**config.mk**
```make
export PLATFORM = sky130hd
export DESIGN_NAME = card_cycle_timer
export DESIGN_NICKNAME = d
export VERILOG_FILES = /design/src/rtl/ccyc_pkg.sv /design/src/rtl/ccyc_regs.sv /design/src/rtl/ccyc_seq.sv /design/src/rtl/card_cycle_timer.sv
export SDC_FILE = /design/constraint.sdc
export NUM_CORES = 1
export LEC_CHECK = 0
export BUFFER_PORTS_ARGS = -buffer_cell sky130_fd_sc_hd__buf_4
export CORE_MARGIN = 2
export CORE_UTILIZATION = 35
export DETAILED_ROUTE_END_ITERATION = 10
export HOLD_SLACK_MARGIN = 0.12
export SETUP_SLACK_MARGIN = 0.1
export SYNTH_ARGS = -nofsm -noshare
export SYNTH_HDL_FRONTEND = slang
export SYNTH_SLANG_ARGS = --single-unit
```
**constraint.sdc**
```tcl
create_clock -name clk -period 3 [get_ports clk]
set_input_delay 0.45 -clock clk [delete_from_list [all_inputs] [get_ports clk]]
set_output_delay 0.45 -clock clk [all_outputs]
set_load 0.1 [all_outputs]
```
**src/rtl/ccyc_pkg.sv**
```systemverilog
package ccyc_pkg;
  typedef enum logic [1:0] {
    PH_IDLE  = 2'd0,
    PH_SETUP = 2'd1,
    PH_CMD   = 2'd2,
    PH_REC   = 2'd3
  } ccyc_phase_e;

  localparam int unsigned N_SETS   = 2;
  localparam int unsigned N_FIELDS = 3;

  localparam logic [1:0] FLD_SETUP = 2'd0;
  localparam logic [1:0] FLD_CMD   = 2'd1;
  localparam logic [1:0] FLD_REC   = 2'd2;
endpackage

```
**src/rtl/ccyc_regs.sv**
```systemverilog
module ccyc_regs
  import ccyc_pkg::*;
#(
  parameter int unsigned CNT_W      = 8,
  parameter int unsigned DEF0_SETUP = 1,
  parameter int unsigned DEF0_CMD   = 2,
  parameter int unsigned DEF0_REC   = 1,
  parameter int unsigned DEF1_SETUP = 1,
  parameter int unsigned DEF1_CMD   = 3,
  parameter int unsigned DEF1_REC   = 1
) (
  input  logic             clk,
  input  logic             rst_n,
  input  logic             pwr_good,
  input  logic             wr_en,
  input  logic             wr_set,
  input  logic [1:0]       wr_field,
  input  logic [CNT_W-1:0] wr_data,
  input  logic             rd_set,
  output logic [CNT_W-1:0] rd_setup,
  output logic [CNT_W-1:0] rd_cmd,
  output logic [CNT_W-1:0] rd_rec
);

  logic [CNT_W-1:0] tim_q [N_SETS][N_FIELDS];
  logic [CNT_W-1:0] tim_d [N_SETS][N_FIELDS];
  logic             tim_en [N_SETS][N_FIELDS];
  logic             pg_q;
  logic             pg_rise;

  function automatic logic [CNT_W-1:0] def_val(input int s, input int f);
    int unsigned v;
    if (s == 0) v = (f == 0) ? DEF0_SETUP : (f == 1) ? DEF0_CMD : DEF0_REC;
    else        v = (f == 0) ? DEF1_SETUP : (f == 1) ? DEF1_CMD : DEF1_REC;
    return CNT_W'(v);
  endfunction

  assign pg_rise = pwr_good & ~pg_q;

  always_ff @(posedge clk or negedge rst_n) begin
    if (!rst_n) pg_q <= 1'b0;
    else        pg_q <= pwr_good;
  end

  // next-state: power-good reload wins over a software write
  always_comb begin
    for (int s = 0; s < N_SETS; s++) begin
      for (int f = 0; f < N_FIELDS; f++) begin
        tim_en[s][f] = 1'b0;
        tim_d[s][f]  = tim_q[s][f];
        if (pg_rise) begin
          tim_en[s][f] = 1'b1;
          tim_d[s][f]  = def_val(s, f);
        end else if (wr_en && wr_set == 1'(s) && wr_field == 2'(f)) begin
          tim_en[s][f] = 1'b1;
          tim_d[s][f]  = wr_data;
        end
      end
    end
  end

  always_ff @(posedge clk or negedge rst_n) begin
    if (!rst_n) begin
      for (int s = 0; s < N_SETS; s++)
        for (int f = 0; f < N_FIELDS; f++)
          tim_q[s][f] <= def_val(s, f);
    end else begin
      for (int s = 0; s < N_SETS; s++)
        for (int f = 0; f < N_FIELDS; f++)
          if (tim_en[s][f]) tim_q[s][f] <= tim_d[s][f];
    end
  end

  assign rd_setup = tim_q[rd_set][FLD_SETUP];
  assign rd_cmd   = tim_q[rd_set][FLD_CMD];
  assign rd_rec   = tim_q[rd_set][FLD_REC];

endmodule

```
**src/rtl/ccyc_seq.sv**
```systemverilog
module ccyc_seq
  import ccyc_pkg::*;
#(
  parameter int unsigned CNT_W = 8
) (
  input  logic             clk,
  input  logic             rst_n,
  input  logic             start,
  input  logic             io_req,
  input  logic             card_wait,
  input  logic [CNT_W-1:0] len_setup,
  input  logic [CNT_W-1:0] len_cmd,
  input  logic [CNT_W-1:0] len_rec,
  output logic             mem_cmd,
  output logic             io_cmd,
  output logic             done
);

  ccyc_phase_e      phase_q, phase_d;
  logic [CNT_W-1:0] cnt_q, cnt_d;
  logic [CNT_W-1:0] cmd_ld_q, cmd_ld_d;
  logic [CNT_W-1:0] rec_ld_q, rec_ld_d;
  logic             io_q, io_d;
  logic             done_q, done_d;
  logic             cnt_zero;

  // counter preload: a phase of N cycles starts at N-1, zero behaves as one
  function automatic logic [CNT_W-1:0] preload(input logic [CNT_W-1:0] v);
    return (v == '0) ? '0 : v - CNT_W'(1);
  endfunction

  assign cnt_zero = (cnt_q == '0);

  always_comb begin
    phase_d  = phase_q;
    cnt_d    = cnt_q;
    cmd_ld_d = cmd_ld_q;
    rec_ld_d = rec_ld_q;
    io_d     = io_q;
    done_d   = 1'b0;
    unique case (phase_q)
      PH_IDLE: begin
        if (start) begin
          phase_d  = PH_SETUP;
          cnt_d    = preload(len_setup);
          cmd_ld_d = preload(len_cmd);
          rec_ld_d = preload(len_rec);
          io_d     = io_req;
        end
      end
      PH_SETUP: begin
        if (cnt_zero) begin
          phase_d = PH_CMD;
          cnt_d   = cmd_ld_q;
        end else begin
          cnt_d = cnt_q - CNT_W'(1);
        end
      end
      PH_CMD: begin
        if (!card_wait) begin
          if (cnt_zero) begin
            phase_d = PH_REC;
            cnt_d   = rec_ld_q;
          end else begin
            cnt_d = cnt_q - CNT_W'(1);
          end
        end
      end
      PH_REC: begin
        if (cnt_zero) begin
          phase_d = PH_IDLE;
          done_d  = 1'b1;
        end else begin
          cnt_d = cnt_q - CNT_W'(1);
        end
      end
      default: phase_d = PH_IDLE;
    endcase
  end

  always_ff @(posedge clk or negedge rst_n) begin
    if (!rst_n) begin
      phase_q  <= PH_IDLE;
      cnt_q    <= '0;
      cmd_ld_q <= '0;
      rec_ld_q <= '0;
      io_q     <= 1'b0;
      done_q   <= 1'b0;
    end else begin
      phase_q  <= phase_d;
      cnt_q    <= cnt_d;
      cmd_ld_q <= cmd_ld_d;
      rec_ld_q <= rec_ld_d;
      io_q     <= io_d;
      done_q   <= done_d;
    end
  end

  assign mem_cmd = (phase_q == PH_CMD) && !io_q;
  assign io_cmd  = (phase_q == PH_CMD) &&  io_q;
  assign done    = done_q;

endmodule

```
**src/rtl/card_cycle_timer.sv**
```systemverilog
module card_cycle_timer
  import ccyc_pkg::*;
#(
  parameter int unsigned CNT_W      = 8,
  parameter int unsigned DEF0_SETUP = 1,
  parameter int unsigned DEF0_CMD   = 2,
  parameter int unsigned DEF0_REC   = 1,
  parameter int unsigned DEF1_SETUP = 1,
  parameter int unsigned DEF1_CMD   = 3,
  parameter int unsigned DEF1_REC   = 1
) (
  input  logic             clk,
  input  logic             rst_n,
  input  logic             pwr_good,
  input  logic             cfg_wr,
  input  logic             cfg_set,
  input  logic [1:0]       cfg_field,
  input  logic [CNT_W-1:0] cfg_data,
  input  logic             start,
  input  logic             win_sel,
  input  logic             is_io,
  input  logic             card_wait,
  output logic             mem_cmd,
  output logic             io_cmd,
  output logic             done
);

  logic [CNT_W-1:0] sel_setup, sel_cmd, sel_rec;

  ccyc_regs #(
    .CNT_W(CNT_W),
    .DEF0_SETUP(DEF0_SETUP), .DEF0_CMD(DEF0_CMD), .DEF0_REC(DEF0_REC),
    .DEF1_SETUP(DEF1_SETUP), .DEF1_CMD(DEF1_CMD), .DEF1_REC(DEF1_REC)
  ) u_regs (
    .clk      (clk),
    .rst_n    (rst_n),
    .pwr_good (pwr_good),
    .wr_en    (cfg_wr),
    .wr_set   (cfg_set),
    .wr_field (cfg_field),
    .wr_data  (cfg_data),
    .rd_set   (win_sel),
    .rd_setup (sel_setup),
    .rd_cmd   (sel_cmd),
    .rd_rec   (sel_rec)
  );

  ccyc_seq #(.CNT_W(CNT_W)) u_seq (
    .clk       (clk),
    .rst_n     (rst_n),
    .start     (start),
    .io_req    (is_io),
    .card_wait (card_wait),
    .len_setup (sel_setup),
    .len_cmd   (sel_cmd),
    .len_rec   (sel_rec),
    .mem_cmd   (mem_cmd),
    .io_cmd    (io_cmd),
    .done      (done)
  );

endmodule

```
* Word level (Yosys, flattened, before mapping)
Index checks and enable logic that the tools add are counted. W data, S select, Z words.
Storage, ports and cells: register bits after elaboration 77, word-level logic and storage cells 109, output and inout port bits 3, input port bits 19
Operators by class: equality and inequality tests 11, bitwise gates (word level) 4, reduce and logical (&&, ||, !) cells 32, $lt $le $gt $ge 1, $add $sub $neg 4, multiplexer cells 44
Operators by type and width (count):
- $mux W8 | 20
- $mux W24 | 3
- $logic_not A8 Y1 | 4
- $pmux W8 S4 | 1
- $sub A8 B1 Y8 const B | 4
- $mux W1 | 14
- $reduce_and A2 Y1 | 7
- $reduce_bool A2 Y1 | 6
- $logic_and A1 B1 Y1 | 10
- $mux W2 | 5
- $pmux W2 S4 | 1
- $eq A2 B2 Y1 const B | 3
- $ne A2 B1 Y1 const B | 3
- $ne A2 B2 Y1 const B | 3
- $reduce_and A5 Y1 | 1
- $eq A2 B1 Y1 const B | 2
- $logic_not A2 Y1 | 2
- $reduce_and A3 Y1 | 1
- $ge A2 B2 Y1 const B | 1
- $not A1 Y1 | 2
- $not A1 Y2 | 1
- $and A1 B1 Y1 | 1
- $logic_not A1 Y1 | 1

* Logic depth before layout (Yosys ltp)
Gate-level depths: netlist of run 1.
depth after elaboration 8, mapped depth 10, depth with buffers taken out 7

* Hierarchy
From an unflattened synthesis of run 1, not the netlist that was laid out.
Unflattened totals: cells, all modules 427, area, all modules 4185.3 um^2
By module, submodules not included:
- ccyc_regs | area each 2234.6 um^2, cells an instance 203, seq. area each 1234.9 um^2, times used 1
- ccyc_seq | area each 1950.6 um^2, cells an instance 224, seq. area each 700.7 um^2, times used 1

* Worst setup path before layout of run 1
Ideal clock, no wire load.
path type flip-flop to output port, from reg u_seq.phase_q[0], to out mem_cmd, path buffers 1, arrival 2.374 ns, cell stages (with the launch flop) 5, path slack 0.176 ns, data required time 2.550 ns, path through dfrtp_1 -> inv_1 -> ha_1 -> clkbuf_1 -> nor2b_1
Between the ends: longest elaborated chain between the ends 2
RTL lines:
- start, declared | RTL line ccyc_seq.sv:19 | ccyc_phase_e phase_q, phase_d;
- start signal, assigned | RTL line ccyc_seq.sv:90 | phase_q <= phase_d;
- $eq A2 B2 Y1 | RTL line ccyc_seq.sv:99 | assign mem_cmd = (phase_q == PH_CMD) && !io_q;
- $logic_and A1 B1 Y1 | RTL line ccyc_seq.sv:99
- end, declared | RTL line card_cycle_timer.sv:23 | output logic mem_cmd,
No other way between the ends.

* Worst setup path after layout of run 1
from reg u_seq.cnt_q[0], to reg u_seq.cnt_q[5]
Between the ends: longest elaborated chain between the ends 4, elaborated cells between the ends (all ways) 9, classes of those cells 1 x add/sub; 1 x eq/ne; 5 x mux; 2 x reduce/logical
RTL lines:
- start, declared | RTL line ccyc_seq.sv:20 | logic [CNT_W-1:0] cnt_q, cnt_d;
- start signal, assigned | RTL line ccyc_seq.sv:91 | cnt_q <= cnt_d;
- $sub A8 B1 Y8 / $logic_not A8 Y1 (equally long branches)
- $mux W8 | RTL line ccyc_seq.sv:61 | if (cnt_zero) begin
- $mux W8 | RTL line ccyc_seq.sv:60 | if (!card_wait) begin
- $pmux W8 S4 | RTL line ccyc_seq.sv:41 | unique case (phase_q)
Parallel ways exist; a longest one is shown, timed or not. The select of a mux whose other input is x is not followed. A chain may end at the register's enable or synchronous reset.

==> results list, run 1 <==
* # clock sinks: 77
- Summed over all nets, the half-perimeter wirelength after detailed placement is 7130 um.
- Number of vias per cell: 5.24
- EDFF count, synth: 0
* Clock tree from TritonCTS: yes
* Fraction of layout instances using a drive strength above 1: 11.5%
- Number of antenna violations at the first check in global routing: 0
* Total of max-cap violations: 0
- Top Ports: 22
- TritonCTS Buffers: 9
- Dividing the synthesized area by the synthesized cell count gives 8.89 um2.
- Detailed Route WL: 10300 um
* Total routing usage reported by global routing: 16.9%
- Dividing the final minimum period by the clock period gives 77.4%.
- The number of setup buffers added after CTS is 0.
- Sorting the synthesized cells by area gives the leading types as sky130_fd_sc_hd__dfrtp_1, sky130_fd_sc_hd__nand2_1, sky130_fd_sc_hd__mux2i_1.
- Buffers placed on the I/O ports in this run total 21.
- Number of placed instances, taps included: 637
- Count of mapped cells out of synthesis: 481
* Largest area contributor in the synthesized netlist: sky130_fd_sc_hd__dfrtp_1
- In this run the core area contains 40 standard-cell rows.
- The initial utilization of the core area, before any placement, comes to 35.8%.
- Most used DFF post-synth: sky130_fd_sc_hd__dfrtp_1
- Worst setup path startpoint: u_seq.cnt_q[0]
- Highest net fanout along the worst path: 16
* Worst Max-Slew Pin Slew: 0.981 ns
- Largest stage delay, worst path: 0.52 ns
- Via total after detailed routing: 3422
- Unique cell type count in the Yosys netlist: 53
- For the finished layout, the period the worst path requires is 2.32 ns.
- The total overflow left after global routing is 0.
* Layout overhead on the synthesized area: 13.3%
- Internal power contribution: 1.74 mW
- CP max stage cell: sky130_fd_sc_hd__a21oi_2
- In this run the tightest slew margin relative to its limit is 34.6%.
* Max-slew violation total from the final report: 0
- Net switching is 26.4% of the power.
* Fill count: 1213
- The critical path in this run is classified as reg -> reg.
* Leak pwr: 2.09 nW
* Pin count of the biggest net entering global routing: 78
- Residual DRC: 0
* Worst setup path end: u_seq.cnt_q[5]
- Status: complete, no violations
- PostCTS Resize Cnt: 0
- For the final database, setup skew stands at 0.00950 ns.
- Die area: 0.0131 mm2
* Portion of synthesized cell area occupied by the leading cell type: 41.0%
* Final-report hold violation count: 0
- Share of power burned in the clock network: 42.2%
- Endpoint arrival time on the critical path: 2.54 ns
- In this run the critical register-to-register path is captured at u_seq.cnt_q[5].
- CTS built an H-tree with a depth of 3.
- The number of nets in the synthesized netlist is 512.
* Cell Pwr Density: 489 mW/mm2
- Clock latency on the worst-skew pair, taken at its later pin, is 0.34 ns.
* Post-layout utilization of the core: 40.5%
* Hold/Removal Path Class: in -> reg
- Net switching power figure: 626 uW
- For this design, the CTS-stage hold fixing added 0 buffers.
* 1st-iter DRT viols: 200
- Final weighted congestion in routability-driven placement: 0.795
* Final total power: 2.37 mW
- CTS max path bufs: 2
* Core Footprint: 0.0120 mm2
* Antenna diode count: 0
- Die extent in y: 115 um
* Register-to-Register Path Depth: 7
- Final number of setup-violating endpoints: 0
* Element type at the critical path start: flop
* Startpoint of the worst hold path: pwr_good
- For this run, the register share of the synthesized area comes to 45.3%.
- The detail route stage leaves a number of antenna-violating nets equal to 0.
* Worst reg2reg setup slack: 0.68 ns
* Portion of total power attributed to combinational logic: 10.8%
- First-pass detailed-route iteration total: 4
* Post-layout nets: 532
- In the final routed layout, each cell accounts on average for 15.7 um.
* Sum of negative setup slack: 0 ns
- For this run, the number of standard cells in the final layout without fillers is 653.
- Post-Synthesis Cell Area: 0.00428 mm2
- Data on the critical path is required at its endpoint by 3.22 ns.
- In this run the clock root is driven by a sky130_fd_sc_hd__clkbuf_16.
- In this run, synthesis produced a sequential element count of 77.
* Worst IR drop on VDD: 0.000310 V
- The first global-routing pass estimated 17300 um of wire.
* Setup crit end kind: flop
- For this run, the number of Yosys warnings is 0.
- Setup repair after global routing left no endpoint under its margin.
- Clock transition at the register clock pins on the worst setup and hold paths after CTS: 0.06 ns
- For this run, asynchronously set or reset flops after synthesis account for 100%.
- Number of global-route vias before repair: 3372
* Fraction of power consumed by sequential logic: 47.0%
* Die boundary width: 115 um
- For this run, the top clock speed supported by timing is 431 MHz.
- The signal on the critical path passes through inv_1 > ha_1 > or3b_1 > nor2_4 > a21oi_2 > o31ai_1 > a221o_1.
- Source of the worst register-to-register timing path: u_seq.cnt_q[0]
==> registers in the layout, indices dropped and copies added (netlist names) <==
| signal | cells |
|---|---|
| u_seq.io_q | 1 |
| u_seq.cmd_ld_q | 8 |
| u_seq.cnt_q | 8 |
| u_seq.done | 1 |
| u_seq.rec_ld_q | 8 |
| u_regs.pg_q | 1 |
| u_regs.tim_q | 48 |
| u_seq.phase_q | 2 |
==> synth_stat cells, types with 4 or more instances <==
cell type                    n
sky130_fd_sc_hd__o21ai_0    25
sky130_fd_sc_hd__a21oi_1    42
sky130_fd_sc_hd__nand2_1   133
sky130_fd_sc_hd__inv_1       6
sky130_fd_sc_hd__a22o_1      8
sky130_fd_sc_hd__nand3b_1    4
sky130_fd_sc_hd__clkbuf_1    8
sky130_fd_sc_hd__buf_2       6
sky130_fd_sc_hd__a21o_1      5
sky130_fd_sc_hd__ha_1       12
sky130_fd_sc_hd__nand2b_1    9
sky130_fd_sc_hd__xnor2_1     8
sky130_fd_sc_hd__a31oi_1     6
sky130_fd_sc_hd__nor3_1     12
sky130_fd_sc_hd__xor2_1     10
sky130_fd_sc_hd__nand3_1    15
sky130_fd_sc_hd__dfstp_2     7
sky130_fd_sc_hd__mux2i_1    22
sky130_fd_sc_hd__nor2b_1     5
sky130_fd_sc_hd__nor2_1     19
sky130_fd_sc_hd__dfrtp_1    70
==> layer usage <==
layer  vias up  wire length, um  GRT usage, %
met5         -                0             0
met2        64             4680          26.0
met4         0              128          4.15
li1       1706                -             -
met1      1640             5050          24.0
met3        12              417          4.13
==> cells in the final DEF (no fill, tap or decap), types with 2 or more instances in the layout <==
cell type / count
sky130_fd_sc_hd__o31ai_1: 3
sky130_fd_sc_hd__o21bai_1: 2
sky130_fd_sc_hd__clkbuf_1: 2
sky130_fd_sc_hd__nor2b_1: 4
sky130_fd_sc_hd__dfrtp_1: 70
sky130_fd_sc_hd__inv_1: 6
sky130_fd_sc_hd__o211ai_1: 2
sky130_fd_sc_hd__nor3_1: 12
sky130_fd_sc_hd__o22ai_1: 2
sky130_fd_sc_hd__o21ai_0: 25
sky130_fd_sc_hd__xnor2_1: 8
sky130_fd_sc_hd__nand3_1: 15
sky130_fd_sc_hd__xor2_1: 10
sky130_fd_sc_hd__nand2_1: 133
sky130_fd_sc_hd__nand3b_1: 4
sky130_fd_sc_hd__o21a_1: 2
sky130_fd_sc_hd__mux2_2: 3
sky130_fd_sc_hd__mux2i_1: 22
sky130_fd_sc_hd__a21oi_1: 42
sky130_fd_sc_hd__a22o_1: 8
sky130_fd_sc_hd__and2_1: 2
sky130_fd_sc_hd__buf_4: 25
sky130_fd_sc_hd__nor3b_1: 3
sky130_fd_sc_hd__and3_1: 2
sky130_fd_sc_hd__dfstp_2: 7
sky130_fd_sc_hd__ha_1: 12
sky130_fd_sc_hd__clkinvlp_4: 3
sky130_fd_sc_hd__nor2_1: 19
sky130_fd_sc_hd__o211a_1: 2
sky130_fd_sc_hd__nor2_4: 2
sky130_fd_sc_hd__or3_1: 3
sky130_fd_sc_hd__a31oi_1: 6
sky130_fd_sc_hd__nand2b_1: 9
sky130_fd_sc_hd__clkbuf_16: 9
sky130_fd_sc_hd__nor4_1: 2
sky130_fd_sc_hd__a21o_1: 5
==> layout make-up <==
type	instances	area (um2)	share of cell area, %
Multi-Input combinational cell	382	2250	46.4
Timing Repair Buffer	25	188	3.87
Clock inverter	5	36.3	0.749
Clock buffer	11	233	4.80
Tap cell	147	184	3.80
Inverter	6	22.5	0.465
Sequential cell	77	1940	40.0
==> cells by family (layout without fill, tap and decap cells) <==
kind of cell / after synthesis / in the layout / share of synthesized area, %
simple gates: 217 / 217 / 23.0
compound gates: 109 / 109 / 16.1
flops: 77 / 77 / 45.3
mux: 26 / 26 / 6.20
buf+inv: 22 / 47 / 2.28
xor+xnor: 18 / 18 / 3.69
fa+ha+maj: 12 / 12 / 3.51
==> worst max-delay path: cells and delay by family (launching register included) <==
family	cells	cell delay [ns]
AO/OA/AOI/OAI	3	1.05
AND/OR/NAND/NOR	2	0.48
flip-flops	1	0.39
adder cells (fa/ha/maj)	1	0.21
buffers and inverters	1	0.07
==> per-stage QoR <==
step | setup WS, ns | hold WS, ns | area (um2)
after floorplan | 0.176 | 0.154 | 4280
after global placement | 0.662 | 0.466 | 4580
after detailed placement | 0.552 | 0.471 | 4580
after CTS | 0.682 | 0.217 | 4840
after global routing | 0.530 | 0.222 | 4840
final | 0.679 | 0.229 | 4840
==> power groups by stage <==
| stage | Combinational [mW] | Sequential (mW) | Clock [mW] |
|---|---|---|---|
| final | 0.256 | 1.11 | 1.00 |
| after global routing | 0.293 | 1.12 | 1.07 |
| after CTS | 0.258 | 1.11 | 1.02 |
| after detailed placement | 0.256 | 1.13 | 0 |
| after global placement | 0.251 | 1.13 | 0 |
| after floorplan | 0.165 | 1.12 | 0 |
==> worst min path at each step <==
stage,end,slack [ns],cells after the start
finish,u_regs.pg_q,0.23,1
global route,u_regs.pg_q,0.22,1
CTS,u_regs.pg_q,0.22,1
detailed placement,u_seq.cmd_ld_q[4],0.47,2
global placement,u_seq.cmd_ld_q[7],0.47,2
floorplan,u_regs.pg_q,0.15,0
No activity file was read; power rests on OpenSTA's default activity.
==> run 2, diff against run 1 <==
==> constraint.sdc (replaced) <==
create_clock -name clk -period 2.2 [get_ports clk]
set_input_delay 0.33 -clock clk [delete_from_list [all_inputs] [get_ports clk]]
set_output_delay 0.33 -clock clk [all_outputs]
set_load 0.1 [all_outputs]
==> run 2 against run 1 <==
Against the previous run:
- clock power rose by 38%
- core utilization is 1.8 points higher
- highest routed layer unchanged
- largest cell class unchanged
- clock skew down 0.0018 ns
- design area grew 4.4%
- first-iteration DRC count decreased by 5.0%
- register-to-register slack got worse by 0.52 ns
==> results list, run 2 (synthesis results as in run 1) <==
* Status: complete, no violations
* Most frequent cells in the layout: sky130_fd_sc_hd__nand2_1, sky130_fd_sc_hd__dfrtp_1, sky130_fd_sc_hd__a21oi_1, sky130_fd_sc_hd__buf_4, sky130_fd_sc_hd__o21ai_0
- The data arrival at the endpoint of the critical path came to 2.25 ns (-0.29 ns).
* 1st-iter DRT viols: 190 (-5.0%)
- The worst reg-to-reg path cell count is 6 (-1).
* Layout overhead on the synthesized area: 18.2%
* HPWL after DPL: 7530 um (+5.6%)
- The detail-routed via count per cell was 5.17 (-1.4%).
- Final number of setup-violating endpoints: 0 (unchanged)
- The placement-stage worst setup slack came to 0.0648 ns (-0.487 ns).
- The setup slack after layout is 0.162 ns (-0.517 ns).
- The H-tree level count was 3 (unchanged).
- The number of violations of the max-capacitance limit was 0 (unchanged).
* Final-report hold violation count: 0 (unchanged)
- Count of input and output buffers: 21 (unchanged)
- The starting utilization of the core area is 35.8% (unchanged).
- First-pass GRT wire length: 17300 um (about the same)
- The final critical delay including setup and external delays came to 2.04 ns (-0.283 ns).
- The final wirelength came to 10400 um (+0.90%).
* Leak pwr: 2.19 nW (+4.7%)
- Top Ports: 22 (unchanged)
* Number of antenna violations at the first check in global routing: 0 (unchanged)
- The number of placed instances, taps included came to 653 (+2.5%).
- The peak supply drop was 0.000315 V (+1.5%).
- The filler-free cell count of the finished design is 672 (+2.9%).
* # rows: 40 (unchanged)
- The largest fanout of any net on the critical path came to 4 (-12).
- Count of cells along the worst hold path: 2 (+1)
- Pin count of the biggest net entering global routing: 78 (unchanged)
* First-pass detailed-route iteration total: 4 (unchanged)
* Post-layout nets: 551 (+3.6%)
- Global-route track usage on met3: 3.86% (-0.26 points)
- TritonCTS built the clock tree.
- The clock insertion delay at the later pin of the skew report came to 0.33 ns (about the same).
* Die boundary width: 115 um (unchanged)
- Setup repair after global routing could not meet its margin everywhere.
* Residual DRC: 0 (unchanged)
* Via total after detailed routing: 3471 (+1.4%)
- TritonCTS Buffers: 9 (unchanged)
- The max-slew violation count was 0 (unchanged).
- The routability congestion estimate came to 0.787 (-0.96%).
- Setup crit end kind: flop
* Total routing usage reported by global routing: 16.8% (-0.096 points)
* Critical Path RT: 2.42 ns (-0.80 ns)
- The total power is 3.28 mW (+38%).
- Die area: 0.0131 mm2 (unchanged)
- The critical path is of the reg -> reg type.
- The worst setup path is launched from a flop.
* Tcrit/Tclk final: 92.6% (+15 points)
* Clock Root Buffer: sky130_fd_sc_hd__clkbuf_16
* Routed Antenna Nets: 0 (unchanged)
* CTS max path bufs: 2 (unchanged)
* Number of global-route vias before repair: 3504 (+3.9%)
- The met2 routing resource usage after global routing is 27.3% (+1.3 points).
* Hold/Removal Path Class: in -> reg
* Cell Pwr Density: 649 mW/mm2 (+33%)
- Wire length per cell: 15.4 um (-2.0%)
- The area of the core was 0.0120 mm2 (unchanged).
- Met1 track demand over resource: 23.0% (-1.0 points)
* Clock transition at the register clock pins on the worst setup and hold paths after CTS: 0.06 ns (about the same)
- Antenna diode count: 0 (unchanged)
* Fill count: 1169 (-3.6%)
- Sum of negative setup slack: 0 ns (unchanged)
* Worst Max-Slew Pin Slew: 0.624 ns (-0.357 ns)
* Post-route clock skew: 0.00770 ns (-0.00180 ns)
- Most frequent standard cell in the layout excluding fill and tap cells: sky130_fd_sc_hd__nand2_1
- Die extent in y: 115 um (unchanged)
* Max reg flops: 48 (unchanged)
* Remaining global-route overflow: 0 (unchanged)
- The maximum clock frequency is 491 MHz (+14%).
- The fraction of layout cells with a size suffix above 1 was 15.8% (+4.3 points).
* # clock sinks: 77 (unchanged)
- Most flop-heavy register: u_regs.tim_q
- Most crowded layer after global routing: met2
- The worst-case headroom to the max-slew limit came to 58.2% (+24 points).
==> run 2: worst paths after layout <==
kind	from	endpoint	slack [ns]
worst max-delay path	u_seq.cnt_q[0]	u_seq.phase_q[1]	0.16
worst min-delay path	is_io	u_seq.io_q	0.23
worst max register to register	u_seq.cnt_q[0]	u_seq.phase_q[1]	0.16
worst min register to register	u_regs.tim_q[24]	u_regs.tim_q[24]	0.48
max in group asynchronous	rst_n	u_regs.tim_q[40]	1.27
min in group asynchronous	rst_n	u_seq.io_q	0.56
==> run 2: cell type report <==
class                      instances  area, um2  share of cell area (%)
multi-input combinational        382       2280                    45.1
sequential                        77       1940                    38.3
timing repair buffer              44        355                    7.03
clock buffer                      11        243                    4.80
tap                              147        184                    3.64
clock inverter                     5       37.5                   0.742
inverter                           6       22.5                   0.445
==> run 2: timing repair <==
item | in CTS | in global routing
hold endpoints to repair | 71 | 0
setup endpoints to repair | 3 | 3
gates resized for setup | 3 | 1
pin swaps | 0 | 1
hold buffers | 2 | 0
buffers inserted | 0 | 1
==> run 2: routing by layer <==
| metal | up-vias | part of all wire (%) | wire, um |
|---|---|---|---|
| li1 | 1746 | - | - |
| met1 | 1666 | 49 | 5090 |
| met2 | 50 | 47 | 4860 |
| met3 | 9 | 3.0 | 309 |
| met4 | 0 | 1.1 | 110 |
| met5 | - | 0 | 0 |
==> run 2: worst max-delay path, cell delays in order (launching register included) <==
cell and delay [ns]:
sky130_fd_sc_hd__dfrtp_1 0.39, sky130_fd_sc_hd__inv_1 0.08, sky130_fd_sc_hd__ha_1 0.17, sky130_fd_sc_hd__or3b_4 0.42, sky130_fd_sc_hd__or3_1 0.37, sky130_fd_sc_hd__a21boi_2 0.16, sky130_fd_sc_hd__mux2_1 0.33
==> run 2: stage by stage <==
stage / hold WS (ns) / utilization (%) / cell area (um2)
finish: 0.227 / 42.3 / 5060
global route: 0.230 / 42.3 / 5060
CTS: 0.219 / 42.2 / 5050
detailed placement: 0.380 / 39.6 / 4740
global placement: 0.381 / 39.6 / 4740
floorplan: 0.0344 / - / 4310
==> run 2: report_power, final <==
part / total, mW / switching (mW) / leakage [nW] / internal (mW)
Combinational: 0.376 / 0.221 / 1.05 / 0.156
Sequential: 1.52 / 0.0416 / 1.01 / 1.48
Clock: 1.38 / 0.586 / 0.132 / 0.796
Total: 3.28 / 0.849 / 2.19 / 2.43
==> run 3, diff against run 2 <==
--- a/config.mk
+++ b/config.mk
@@ -8,8 +8,10 @@
 export BUFFER_PORTS_ARGS = -buffer_cell sky130_fd_sc_hd__buf_4
 export CORE_MARGIN = 2
 export CORE_UTILIZATION = 35
+export CTS_BUF_LIST = sky130_fd_sc_hd__clkbuf_4
 export DETAILED_ROUTE_END_ITERATION = 10
 export HOLD_SLACK_MARGIN = 0.12
+export PLACE_DENSITY = 0.51
 export SETUP_SLACK_MARGIN = 0.1
 export SYNTH_ARGS = -nofsm -noshare
 export SYNTH_HDL_FRONTEND = slang
==> run 3 against run 2 <==
Against the previous run:
- critical path depth is 2 higher
- sequential share of layout area rose by 0.45 points
- die area did not move
- sequential cell count stayed put
- fmax rose by 0.26%
- clock skew rose by 0.010 ns
- clock-buffer cell count fell by 2
- worst hold slack got worse by 0.068 ns
- cell count is 1.5% higher
- sequential power hardly changed
- critical path type unchanged
==> results list, run 3 (synthesis results as in run 1) <==
- The count of filler cells inserted in the layout is 1216 (+4.0%).
- The die height is 115 um (unchanged).
* Post-layout nets: 561 (+1.8%)
* Worst Max-Slew Pin Slew: 0.621 ns (-0.00301 ns)
* Number of global-route vias before repair: 3521 (+0.49%)
- The leakage component of the power came to 2.19 nW (-0.25%).
- The routed wire length on met2 came to 5110 um (+5.1%).
* Number of placed instances, taps included: 657 (+0.61%)
- Via total after detailed routing: 3534 (+1.8%)
* Highest net fanout along the worst path: 4 (unchanged)
* Shortest clock period the worst path allows after layout: 2.03 ns (-0.00525 ns)
- The total CTS buffers was 9 (unchanged).
- Final-report hold violation count: 0 (unchanged)
* Maximum clock frequency: 492 MHz (+0.26%)
* Final weighted congestion in routability-driven placement: 0.857 (+8.8%)
- The final cycle utilization of the critical path came to 92.4% (-0.24 points).
- Antenna diode count: 0 (unchanged)
- Fraction of layout instances using a drive strength above 1: 18.1% (+2.3 points)
- The area of the core was 0.0120 mm2 (unchanged).
* Total routing usage reported by global routing: 17.9% (+1.1 points)
- Count of input and output buffers: 21 (unchanged)
- Non-Filler Instances: 682 (+1.5%)
* Share of total power consumed by net switching: 30.0% (+4.1 points)
- The startpoint identified for the worst register-to-register timing path is u_seq.cnt_q[1].
- Number of antenna violations at the first check in global routing: 0 (unchanged)
* Largest stage delay, worst path: 0.40 ns (-0.02 ns)
- In this run the critical register-to-register path is captured at u_seq.cnt_q[5].
- The overall overflow remaining after global route came to 0 (unchanged).
- The cell area after placement was 0.00477 mm2 (+0.63%).
- Total of max-cap violations: 0 (unchanged)
* Detailed-route wire length on metal 1: 5360 um (+5.3%)
- Post-route clock skew: 0.0178 ns (+0.0101 ns)
- The share of total power in sequential cells was 56.7% (+10 points).
- The placement-stage worst setup slack came to 0.0572 ns (-0.00766 ns).
* Max reg flops: 48 (unchanged)
- Clock tree synthesis selected as its root buffer the cell sky130_fd_sc_hd__clkbuf_4.
* Worst reg2reg setup slack: 0.17 ns (about the same)
* Die boundary width: 115 um (unchanged)
* # clock sinks: 77 (unchanged)
- The max-slew violation count is 0 (unchanged).
- Clock transition at the register clock pins on the worst setup and hold paths after CTS: 0.13 ns (+0.07 ns)
* Starting density of the core: 35.8% (unchanged)
- The mean routed wirelength per cell came to 16.0 um (+3.7%).
- The detail-routed via count per cell came to 5.18 (+0.32%).
- The HPWL reported at the end of detailed placement came to 7930 um (+5.3%).
- The part of the total power dissipated in the clock network was 28.9% (-13 points).
* Register-to-Register Path Depth: 8 (+2)
* Depth of the CTS H-tree: 3 (unchanged)
* Worst setup margin: 0.167 ns (+0.00525 ns)
* Die area: 0.0131 mm2 (unchanged)
- Element type at the critical path start: flop
* Most frequent cells in the layout: sky130_fd_sc_hd__nand2_1, sky130_fd_sc_hd__dfrtp_1, sky130_fd_sc_hd__buf_4, sky130_fd_sc_hd__a21oi_1, sky130_fd_sc_hd__o21ai_0
- The data arrival at the endpoint of the critical path was 2.36 ns (+0.11 ns).
- CP max stage cell: sky130_fd_sc_hd__dfrtp_1
* Routed Antenna Nets: 0 (unchanged)
- Internal power contribution: 1.88 mW (-23%)
* Clock latency of the later-clocked register in the worst-skew pair: 0.43 ns (+0.10 ns)
* 1st-iter DRT viols: 179 (-5.8%)
- Detailed Route WL: 10900 um (+5.2%)
* Pin count of the biggest net entering global routing: 42 (-46%)
- The data required time at the worst endpoint was 2.53 ns (+0.11 ns).
- The final-layout setup total negative slack came to 0 ns (unchanged).
- Crit path cell chain: inv_1 > ha_2 > or3b_4 > buf_6 > o22a_4 > nor2_4 > o21ai_0 > a221o_1
- First-pass detailed-route iteration total: 4 (unchanged)
- Portion of total power attributed to combinational logic: 14.4% (+2.9 points)
* Flip-flop and latch area: 0.00194 mm2 (unchanged)
- The worst setup path is captured at a flop.
- The number of design rule violations left after detail routing came to 0 (unchanged).
- The placement row count was 40 (unchanged).
- Layout overhead on the synthesized area: 16.9%
* Length of routed met3 wiring: 337 um (+9.1%)
* Final standard cell area without fillers: 0.00500 mm2 (-1.2%)
- Worst setup path startpoint: u_seq.cnt_q[1]
- Net switching power figure: 805 uW (-5.2%)
- The run finished with clean final reports.
- The final setup violation count came to 0 (unchanged).
- Clock tree from TritonCTS: yes
- Worst slew margin: 58.4% (+0.20 points)
- The maximum buffer depth of the clock tree came to 2 (unchanged).
- Setup repair after global routing could not meet its margin everywhere.
* Final total power: 2.68 mW (-18%)
- The total power divided by cell area came to 536 mW/mm2 (-17%).
- Type of the worst setup path: reg -> reg
* Highest Signal Layer: met4
- Leaving out fill and tap cells, the most frequent cell in the layout is sky130_fd_sc_hd__nand2_1.
- First-pass GRT wire length: 18300 um (+5.9%)
- Most flop-heavy register: u_regs.tim_q
* Footprint of the multi-input gates: 0.00230 mm2 (+1.0%)
- The number of I/O pins was 22 (unchanged).
- The peak supply drop came to 0.000425 V (+35%).
- Hold/Removal Path Class: in -> reg
- The critical path ends at u_seq.cnt_q[5].
## run 3: routing by layer
| layer | up-vias | GRT usage (%) |
|---|---|---|
| met4 | 0 | 4.23 |
| met3 | 9 | 3.49 |
| met2 | 61 | 28.4 |
| met5 | - | 0 |
| li1 | 1770 | - |
| met1 | 1694 | 25.3 |
## run 3: how the worst min path moves through the flow
stage | startpoint | to | slack (ns) | cells past startpoint
finish | cfg_data[1] | u_regs.tim_q[9] | 0.16 | 3
global route | cfg_data[1] | u_regs.tim_q[41] | 0.12 | 3
CTS | cfg_data[1] | u_regs.tim_q[9] | 0.13 | 3
detailed placement | rst_n | u_seq.phase_q[1] | 0.34 | 1
global placement | rst_n | u_seq.rec_ld_q[2] | 0.34 | 1
floorplan | rst_n | u_regs.pg_q | 0.03 | 0
## run 3: cell type report
class / instances / area share [%]
flip-flops and latches: 77 / 38.7
inverters: 6 / 0.451
clock buffers: 9 / 1.35
repair buffers: 54 / 8.71
multi-input cells: 382 / 46.1
well taps: 147 / 3.68
clock inverters: 7 / 1.00
## run 3: timing repair
item	CTS	global route
pin swaps	0	8
hold endpoints to repair	36	0
endpoints found under the setup margin	4	6
setup buffers	2	3
hold buffers	4	0
gates resized for setup	3	7
## run 3: power by group through the flow
stage | Clock (mW) | Combinational [mW] | Sequential (mW)
after floorplan | 0 | 0.231 | 1.53
after global placement | 0 | 0.381 | 1.55
after detailed placement | 0 | 0.386 | 1.55
after CTS | 0.805 | 0.393 | 1.52
after global routing | 0.862 | 0.437 | 1.53
final | 0.774 | 0.386 | 1.52
## run 3: worst max-delay path: cells and delay by family (launching register included)
kind / cells / cell delay, ns
AO/OA/AOI/OAI: 3 / 0.61
adder cells (fa/ha/maj): 1 / 0.18
buffers and inverters: 2 / 0.21
flip-flops: 1 / 0.40
AND/OR/NAND/NOR: 2 / 0.53
## run 3: through the flow
| step | hold WS [ns] | util [%] |
|---|---|---|
| 3_5_place_dp | 0.342 | 39.8 |
| 6_report | 0.159 | 41.8 |
| 2_1_floorplan | 0.0344 | - |
| 4_1_cts | 0.130 | 41.4 |
| 3_3_place_gp | 0.338 | 39.8 |
| 5_1_grt | 0.123 | 41.8 |
